--- config.mk ---
export PLATFORM = sky130hd
export DESIGN_NAME = tdma_sequencer
export DESIGN_NICKNAME = d
export VERILOG_FILES = /design/src/rtl/tdma_pkg.sv /design/src/rtl/tdma_sched_mem.sv /design/src/rtl/tdma_mtick_div.sv /design/src/rtl/tdma_sequencer.sv
export SDC_FILE = /design/constraint.sdc
export NUM_CORES = 1
export LEC_CHECK = 0
export ABC_CLOCK_PERIOD_IN_PS = 4300
export BUFFER_PORTS_ARGS = -buffer_cell sky130_fd_sc_hd__buf_4
export CAP_MARGIN = 20
export CORE_MARGIN = 2
export CORE_UTILIZATION = 25
export CTS_CLUSTER_SIZE = 8
export DETAILED_ROUTE_END_ITERATION = 16
export GPL_TIMING_DRIVEN = 0
export PLACE_DENSITY = 0.47
export SYNTH_ARGS = -nofsm -noshare
export SYNTH_HDL_FRONTEND = slang
export SYNTH_SLANG_ARGS = --single-unit
--- constraint.sdc ---
create_clock -name clk -period 4.3 [get_ports clk]
set_clock_uncertainty 0.05 [all_clocks]
set_input_delay 0.86 -clock clk [delete_from_list [all_inputs] [get_ports clk]]
set_output_delay 0.86 -clock clk [all_outputs]
set_load 0.005 [all_outputs]
--- src/rtl/tdma_pkg.sv ---
package tdma_pkg;
    typedef enum logic [0:0] {
        SEQ_IDLE = 1'b0,
        SEQ_RUN  = 1'b1
    } seq_state_t;
endpackage

--- src/rtl/tdma_sched_mem.sv ---
module tdma_sched_mem #(
    parameter int SLOTS  = 16,
    parameter int IDX_W  = 4,
    parameter int LEN_W  = 8,
    parameter int NODE_W = 4
) (
    input  logic              clk,
    input  logic              rst_n,
    input  logic              wr_en,
    input  logic [IDX_W-1:0]  wr_addr,
    input  logic [LEN_W-1:0]  wr_len,
    input  logic [NODE_W-1:0] wr_node,
    input  logic [IDX_W-1:0]  rd_addr,
    output logic [LEN_W-1:0]  rd_len,
    output logic [NODE_W-1:0] rd_node
);
    logic [LEN_W-1:0]  len_q  [SLOTS];
    logic [NODE_W-1:0] node_q [SLOTS];

    for (genvar g = 0; g < SLOTS; g++) begin : g_entry
        always_ff @(posedge clk or negedge rst_n) begin
            if (!rst_n) begin
                len_q[g]  <= '0;
                node_q[g] <= '0;
            end else if (wr_en && wr_addr == IDX_W'(g)) begin
                len_q[g]  <= wr_len;
                node_q[g] <= wr_node;
            end
        end
    end

    assign rd_len  = len_q[rd_addr];
    assign rd_node = node_q[rd_addr];
endmodule

--- src/rtl/tdma_mtick_div.sv ---
module tdma_mtick_div #(
    parameter int DIV_W = 8
) (
    input  logic             clk,
    input  logic             rst_n,
    input  logic             run,
    input  logic [DIV_W-1:0] ratio,
    output logic             tick
);
    logic [DIV_W-1:0] cnt_q;

    assign tick = run && (cnt_q == ratio);

    always_ff @(posedge clk or negedge rst_n) begin
        if (!rst_n)     cnt_q <= '0;
        else if (!run)  cnt_q <= '0;
        else if (tick)  cnt_q <= '0;
        else            cnt_q <= cnt_q + 1'b1;
    end
endmodule

--- src/rtl/tdma_sequencer.sv ---
module tdma_sequencer #(
    parameter int SLOTS   = 16,
    parameter int NODE_W  = 4,
    parameter int LEN_W   = 8,
    parameter int ROUND_W = 4,
    parameter int DIV_W   = 8,
    parameter int GT_W    = 16,
    localparam int IDX_W  = $clog2(SLOTS)
) (
    input  logic               clk,
    input  logic               rst_n,
    input  logic               enable,
    input  logic [DIV_W-1:0]   cfg_div,
    input  logic [IDX_W-1:0]   cfg_last_slot,
    input  logic [ROUND_W-1:0] cfg_last_round,
    input  logic [NODE_W-1:0]  local_node,
    input  logic               sched_we,
    input  logic [IDX_W-1:0]   sched_addr,
    input  logic [LEN_W-1:0]   sched_len,
    input  logic [NODE_W-1:0]  sched_node,
    input  logic [2:0]         led_mode,
    input  logic [2:0]         led_gpo,
    output logic [IDX_W-1:0]   slot_idx,
    output logic [ROUND_W-1:0] round_idx,
    output logic               slot_start,
    output logic               tx_window,
    output logic [GT_W-1:0]    gtime,
    output logic [2:0]         led_out
);
    import tdma_pkg::*;

    seq_state_t         state_q, state_d;
    logic               run_q;
    logic               active;
    logic               mtick;
    logic               slot_end;
    logic [LEN_W-1:0]   cur_len;
    logic [NODE_W-1:0]  cur_node;
    logic [LEN_W-1:0]   mk_cnt_q;
    logic               macro_q, ovf_q, utog_q;
    logic [2:0]         ind;

    assign run_q  = (state_q == SEQ_RUN);
    assign active = run_q && enable;

    tdma_sched_mem #(
        .SLOTS(SLOTS), .IDX_W(IDX_W), .LEN_W(LEN_W), .NODE_W(NODE_W)
    ) u_sched (
        .clk     (clk),
        .rst_n   (rst_n),
        .wr_en   (sched_we && !run_q),
        .wr_addr (sched_addr),
        .wr_len  (sched_len),
        .wr_node (sched_node),
        .rd_addr (slot_idx),
        .rd_len  (cur_len),
        .rd_node (cur_node)
    );

    tdma_mtick_div #(.DIV_W(DIV_W)) u_div (
        .clk   (clk),
        .rst_n (rst_n),
        .run   (active),
        .ratio (cfg_div),
        .tick  (mtick)
    );

    assign slot_end = (mk_cnt_q == cur_len);

    // next-state logic
    always_comb begin
        state_d = state_q;
        unique case (state_q)
            SEQ_IDLE: if (enable)  state_d = SEQ_RUN;
            SEQ_RUN:  if (!enable) state_d = SEQ_IDLE;
        endcase
    end

    // state register
    always_ff @(posedge clk or negedge rst_n) begin
        if (!rst_n) state_q <= SEQ_IDLE;
        else        state_q <= state_d;
    end

    // outputs and sequencing counters
    always_ff @(posedge clk or negedge rst_n) begin
        if (!rst_n) begin
            slot_idx   <= '0;
            round_idx  <= '0;
            gtime      <= '0;
            mk_cnt_q   <= '0;
            slot_start <= 1'b0;
            macro_q    <= 1'b0;
            ovf_q      <= 1'b0;
            utog_q     <= 1'b0;
        end else if (!active) begin
            slot_idx   <= '0;
            round_idx  <= '0;
            gtime      <= '0;
            mk_cnt_q   <= '0;
            slot_start <= !run_q && enable;
            macro_q    <= 1'b0;
            ovf_q      <= 1'b0;
            utog_q     <= 1'b0;
        end else begin
            utog_q     <= ~utog_q;
            macro_q    <= mtick;
            ovf_q      <= mtick && (&gtime);
            slot_start <= mtick && slot_end;
            if (mtick) begin
                gtime <= gtime + 1'b1;
                if (slot_end) begin
                    mk_cnt_q <= '0;
                    if (slot_idx == cfg_last_slot) begin
                        slot_idx <= '0;
                        if (round_idx == cfg_last_round) round_idx <= '0;
                        else                             round_idx <= round_idx + 1'b1;
                    end else begin
                        slot_idx <= slot_idx + 1'b1;
                    end
                end else begin
                    mk_cnt_q <= mk_cnt_q + 1'b1;
                end
            end
        end
    end

    assign tx_window = run_q && (cur_node == local_node);

    assign ind = {ovf_q, macro_q, utog_q};
    for (genvar i = 0; i < 3; i++) begin : g_led
        assign led_out[i] = led_mode[i] ? led_gpo[i] : ind[i];
    end
endmodule

After elaboration in Yosys (flattened, before gate mapping) --
Cells that the tools add are included.
Cells by class: $add $sub $neg 5, multiply operators 0, divide/modulo/power cells 0, $lt $le $gt $ge 1, equality and inequality tests 23, shifts and indexed selects 0, muxes and demuxes 30, bitwise operators 2, reduce and logical (&&, ||, !) cells 28
Operators by type and width (count):
- two-way mux 8 bit | 7
- two-way mux 4 bit | 11
- binary-select mux 8 bit (select 4 bit) | 1
- == test 4 bit (second input constant) | 8
- two-way mux 16 bit | 2
- logical AND 1 bit | 23
- adder 16 x 1 -> 16 bit (second input constant) | 1
- adder 8 x 1 -> 8 bit (second input constant) | 2
- binary-select mux 4 bit (select 4 bit) | 1
- == test 4 x 3 -> 1 bit (second input constant) | 4
- == test 8 bit | 2
- AND reduction 16 bit | 1
- == test 4 bit | 3
- adder 4 x 1 -> 4 bit (second input constant) | 2
- == test 4 x 2 -> 1 bit (second input constant) | 2
- two-way mux 1 bit | 8
- != test 2 bit (second input constant) | 3
- greater-or-equal comparator 5 bit (second input constant) | 1
- NOT 4 -> 5 bit | 1
- == test 4 x 1 -> 1 bit (second input constant) | 1
- logical NOT 4 bit | 1
- AND reduction 3 bit | 1
- AND reduction 2 bit | 1
- logical NOT 1 bit | 1
- NOT 1 bit | 1
Storage, ports and cells: register bits after elaboration 237, bits in latches 0, memory bits (writable) 0, bits in read-only memories 0, input bits 46, output and inout port bits 29, memories 0

Longest topological paths before layout --
depth in word-level cells 8, gate-level depth with buffers 13

Modules after synthesis --
Synthesis repeated with hierarchy kept, for this count alone.
Second synthesis, totals: cells, all modules 812, area total of the unflattened synthesis 11426.0 µm²
Modules (own cells, without submodules):
- tdma_sched_mem | times used 1, cells each 538, area each 8738.4 µm², sequential area each 4804.6 µm²
- tdma_sequencer | times used 1, cells each 227, area each 2195.9 µm², sequential area each 925.9 µm²
- tdma_mtick_div | times used 1, cells each 47, area each 491.7 µm², sequential area each 200.2 µm²

Worst setup path after synthesis --
No wires, ideal clock.
path kind reg-to-output, start point reg slot_idx[0], end point out tx_window, data arrival time 2675 ps, required time 3390 ps, setup slack 715 ps, stages on the path, launching flop included 11, path buffers 5, path through dfrtp_1 -> buf_6 -> buf_4 -> buf_4 -> buf_6 -> buf_2 -> mux4_2 -> a22oi_1 -> nand2_1 -> xor2_1 -> nor4_1
Between the ends: word-level cells in the longest chain between the ends 6
RTL lines:
- from (decl) | RTL line tdma_sequencer.sv:23 | output logic [IDX_W-1:0] slot_idx,
- from (signal assigned) | RTL line tdma_sequencer.sv:119 | slot_idx <= slot_idx + 1'b1;
- NOT 4 -> 5 bit (implied by the code) | RTL line tdma_sched_mem.sv:33 | assign rd_node = node_q[rd_addr];
- binary-select mux 4 bit (select 4 bit) | RTL line tdma_sched_mem.sv:33
- two-way mux 4 bit (implied by the code) (2 in series) | RTL line tdma_sched_mem.sv:33
- == test 4 bit | RTL line tdma_sequencer.sv:128 | assign tx_window = run_q && (cur_node == local_node);
- logical AND 1 bit | RTL line tdma_sequencer.sv:128
- to (decl) | RTL line tdma_sequencer.sv:26 | output logic tx_window,
Every way passes these cells. The select of a mux whose other input is x is not followed.

Final worst setup path --
start point reg slot_idx[1], end point out tx_window
The elaborated chain is that of the path after synthesis.

==> results.sh <==
export IMPL_status="complete, no violations"
export IMPL_max_slew_worst_pin_slew_ps=1223
export IMPL_cts_buffers_inserted=35
export IMPL_std_cell_rows=77
export IMPL_crit_fanout=10
export IMPL_grt_setup_unrepaired="false"
export IMPL_placedCellCount=1519
export IMPL_dr_pass1_iters=5
export IMPL_tritoncts="done"
export IMPL_drcViolationCount=0
export IMPL_avgSynthCellArea_um2=13.34
export IMPL_hold_path_class="input port to async pin"
export IMPL_synth_seq_cells=237
export IMPL_fin_crit_ps=4096
export IMPL_antenna_found_initial=0
export IMPL_synth_distinct_cells=50
export IMPL_worstPathArrival_ps=3190
export IMPL_grt_overflow=0
export IMPL_fp_dieW_um=216.7
export IMPL_postCtsHoldBufs=0
export IMPL_hold_worst_slack_ps=241.3
export IMPL_area_growth_pct=21.44
export IMPL_setup_viol=0
export IMPL_drv_cap=0
export IMPL_relSlewSlack=0.1845
export IMPL_drt_iter0_drc=542
export IMPL_yosysSeqAreaShare=0.5243
export IMPL_r2r_cells=10
export IMPL_max_freq_mhz=244.1
export IMPL_dieHeight_um=216.7
export IMPL_port_buffers=74
export IMPL_viasPerCell=4.705
export IMPL_core_area_um2=44410
export IMPL_cp_start_kind="flop"
export IMPL_stdcell_area_um2=13740
export IMPL_end_kind="primary output"
export IMPL_slew_violations=0
export IMPL_start_util=0.2547
export IMPL_instances_no_fill=1560
export IMPL_ios=75
export IMPL_cp_required_ps=3390
export IMPL_yosysWarnings=0
export IMPL_via_count=7340
export IMPL_p_leak_nw=5.837
export IMPL_cellPowerDensity_nw_per_um2=433.7
export IMPL_htreeDepth=2
export IMPL_grt_max_degree=109
export IMPL_syn_num_nets=899
export IMPL_dieArea_um2=46960
export IMPL_critPathKind="flop to primary output"
export IMPL_drt_antenna_violating_nets=0
export IMPL_drive_gt1_frac=0.3841
export IMPL_routed_wl_um=32150
export IMPL_nNetsFinal=1015
export IMPL_synth_cells=848
export IMPL_root_buffer="clkbuf_16"
export IMPL_synth_edff_count=0
export IMPL_place_gp_congestion=0.7926
export IMPL_dpl_hpwl_um=21370
export IMPL_numClockSinks=237
export IMPL_placed_cell_area_um2=12700
export IMPL_netlist_area_um2=11310
export IMPL_clock_latency_ps=500
export IMPL_hold_viol_final=0
export IMPL_grt_pass1_wl_um=48880
export IMPL_first_global_vias=7563
export IMPL_wl_per_cell_um=20.61
export IMPL_period_share=0.9526
export IMPL_clockBufferDepth=3
export IMPL_synth_ff_type="dfrtp_1"
export IMPL_track_usage=0.1380
export IMPL_clk_pin_slew_ps=50
export IMPL_vdd_drop_max_mv=0.2150
export IMPL_async_flop_share=1.000
cell usage after synthesis (all sizes together), types with 15 or more instances:
master	count	share of area
nor2b	15	0.0083
dfrtp	237	0.52
clkbuf	39	0.013
buf	16	0.0080
nand2	38	0.013
mux4	33	0.066
mux2	197	0.20
xnor2	21	0.016
xor2	25	0.019
nor2	35	0.012
mux2i	39	0.035
nand3	23	0.010
kinds of logic (layout without fill, tap and decap cells):
kind of cell | after synthesis | in the layout | share of synthesized area
mux | 269 | 269 | 0.2963
other cells | 0 | 2 | 0
buf+inv | 59 | 177 | 0.02223
compound gates | 64 | 64 | 0.03883
xor+xnor | 46 | 46 | 0.03562
fa+ha+maj | 5 | 5 | 0.005531
simple gates | 168 | 168 | 0.07710
flops | 237 | 237 | 0.5243
layout make-up:
class | count | area [um2]
clock buffers | 39 | 943.4
multi-input cells | 552 | 5136
diodes | 2 | 5.005
well taps | 592 | 740.7
plain buffers | 52 | 267.8
inverters | 4 | 18.77
repair buffers | 82 | 690.7
fillers | 4433 | 30680
flip-flops and latches | 237 | 5933
registers in the layout, summed over array words and instances (netlist names), 4 cells and up:
register,flops
u_div.cnt_q,8
round_idx,4
mk_cnt_q,8
u_sched.len_q,128
u_sched.node_q,64
gtime,16
slot_idx,4
metal layers:
metal | vias up | global-route usage | wire length (um)
li1 | 3332 | - | -
met1 | 3804 | 0.1955 | 15510
met2 | 158 | 0.2163 | 14550
met3 | 46 | 0.02428 | 1433
met4 | 0 | 0.03813 | 657
met5 | - | 0 | 0
what timing repair did:
item	in CTS	in global routing
gates cloned	0	0
resized for setup	19	3
setup buffers	1	0
endpoints found under the setup margin	2	1
final timing paths:
path | end | startpoint | slack, ps
setup / recovery | tx_window | slot_idx[1]$_DFFE_PN0P_ | 200
setup reg to reg | round_idx[0]$_DFFE_PN0P_ | slot_idx[1]$_DFFE_PN0P_ | 410
max in group asynchronous | u_sched.len_q[75]$_DFFE_PN0P_ | rst_n | 3000
hold reg to reg | utog_q$_DFF_PN0_ | utog_q$_DFF_PN0_ | 370
hold / removal | u_div.cnt_q[3]$_DFF_PN0_ | rst_n | 240
min in group clk | utog_q$_DFF_PN0_ | utog_q$_DFF_PN0_ | 370
critical path, stage by stage, from the launching register on:
cell	delay, ps
dfrtp_2	420
buf_6	200
buf_6	220
buf_8	210
buf_6	200
mux4_2	320
mux4_2	520
xnor2_2	170
nand2_1	70
nor4_1	170
buf_4	150
layout by cell type, fill, tap and decap left out, types with 3 or more instances in the layout:
cell type  count
nand2_1       38
or3_1         11
xnor2_1       20
and2_1         5
a22oi_1        7
ha_1           5
buf_6          5
nor3_1         5
nor4_1         6
nand3_1       23
a21oi_1       13
o21ai_0       12
nor2b_1       15
dfrtp_1      235
nor2_1        35
clkbuf_1      37
nand4_1       11
mux4_2        33
buf_1          3
and3_1         4
o22ai_1        4
buf_4         74
buf_8          6
inv_1          3
a21boi_0       3
mux2i_1       39
a221o_1        5
xor2_1        25
clkbuf_16     37
buf_2          5
mux2_2       197
a221oi_1       7
stage by stage:
step           setup TNS, ps  power (W)  setup slack, ps  utilization
6_report                   0   0.005958            203.7       0.3093
2_1_floorplan              0   0.003270            715.4            -
3_5_place_dp          -561.8   0.003542           -561.8       0.2861
5_1_grt                    0   0.006238            1.687       0.3092
4_1_cts                    0   0.006046            27.92       0.3083
3_3_place_gp          -624.4   0.003508           -538.8       0.2839
where the power goes:
part | total [W] | switching (W) | internal (W)
Combinational | 0.000746 | 0.000302 | 0.000443
Sequential | 0.00276 | 0.000167 | 0.00259
Clock | 0.00246 | 0.000937 | 0.00152
(Power assumes the default switching activity.)
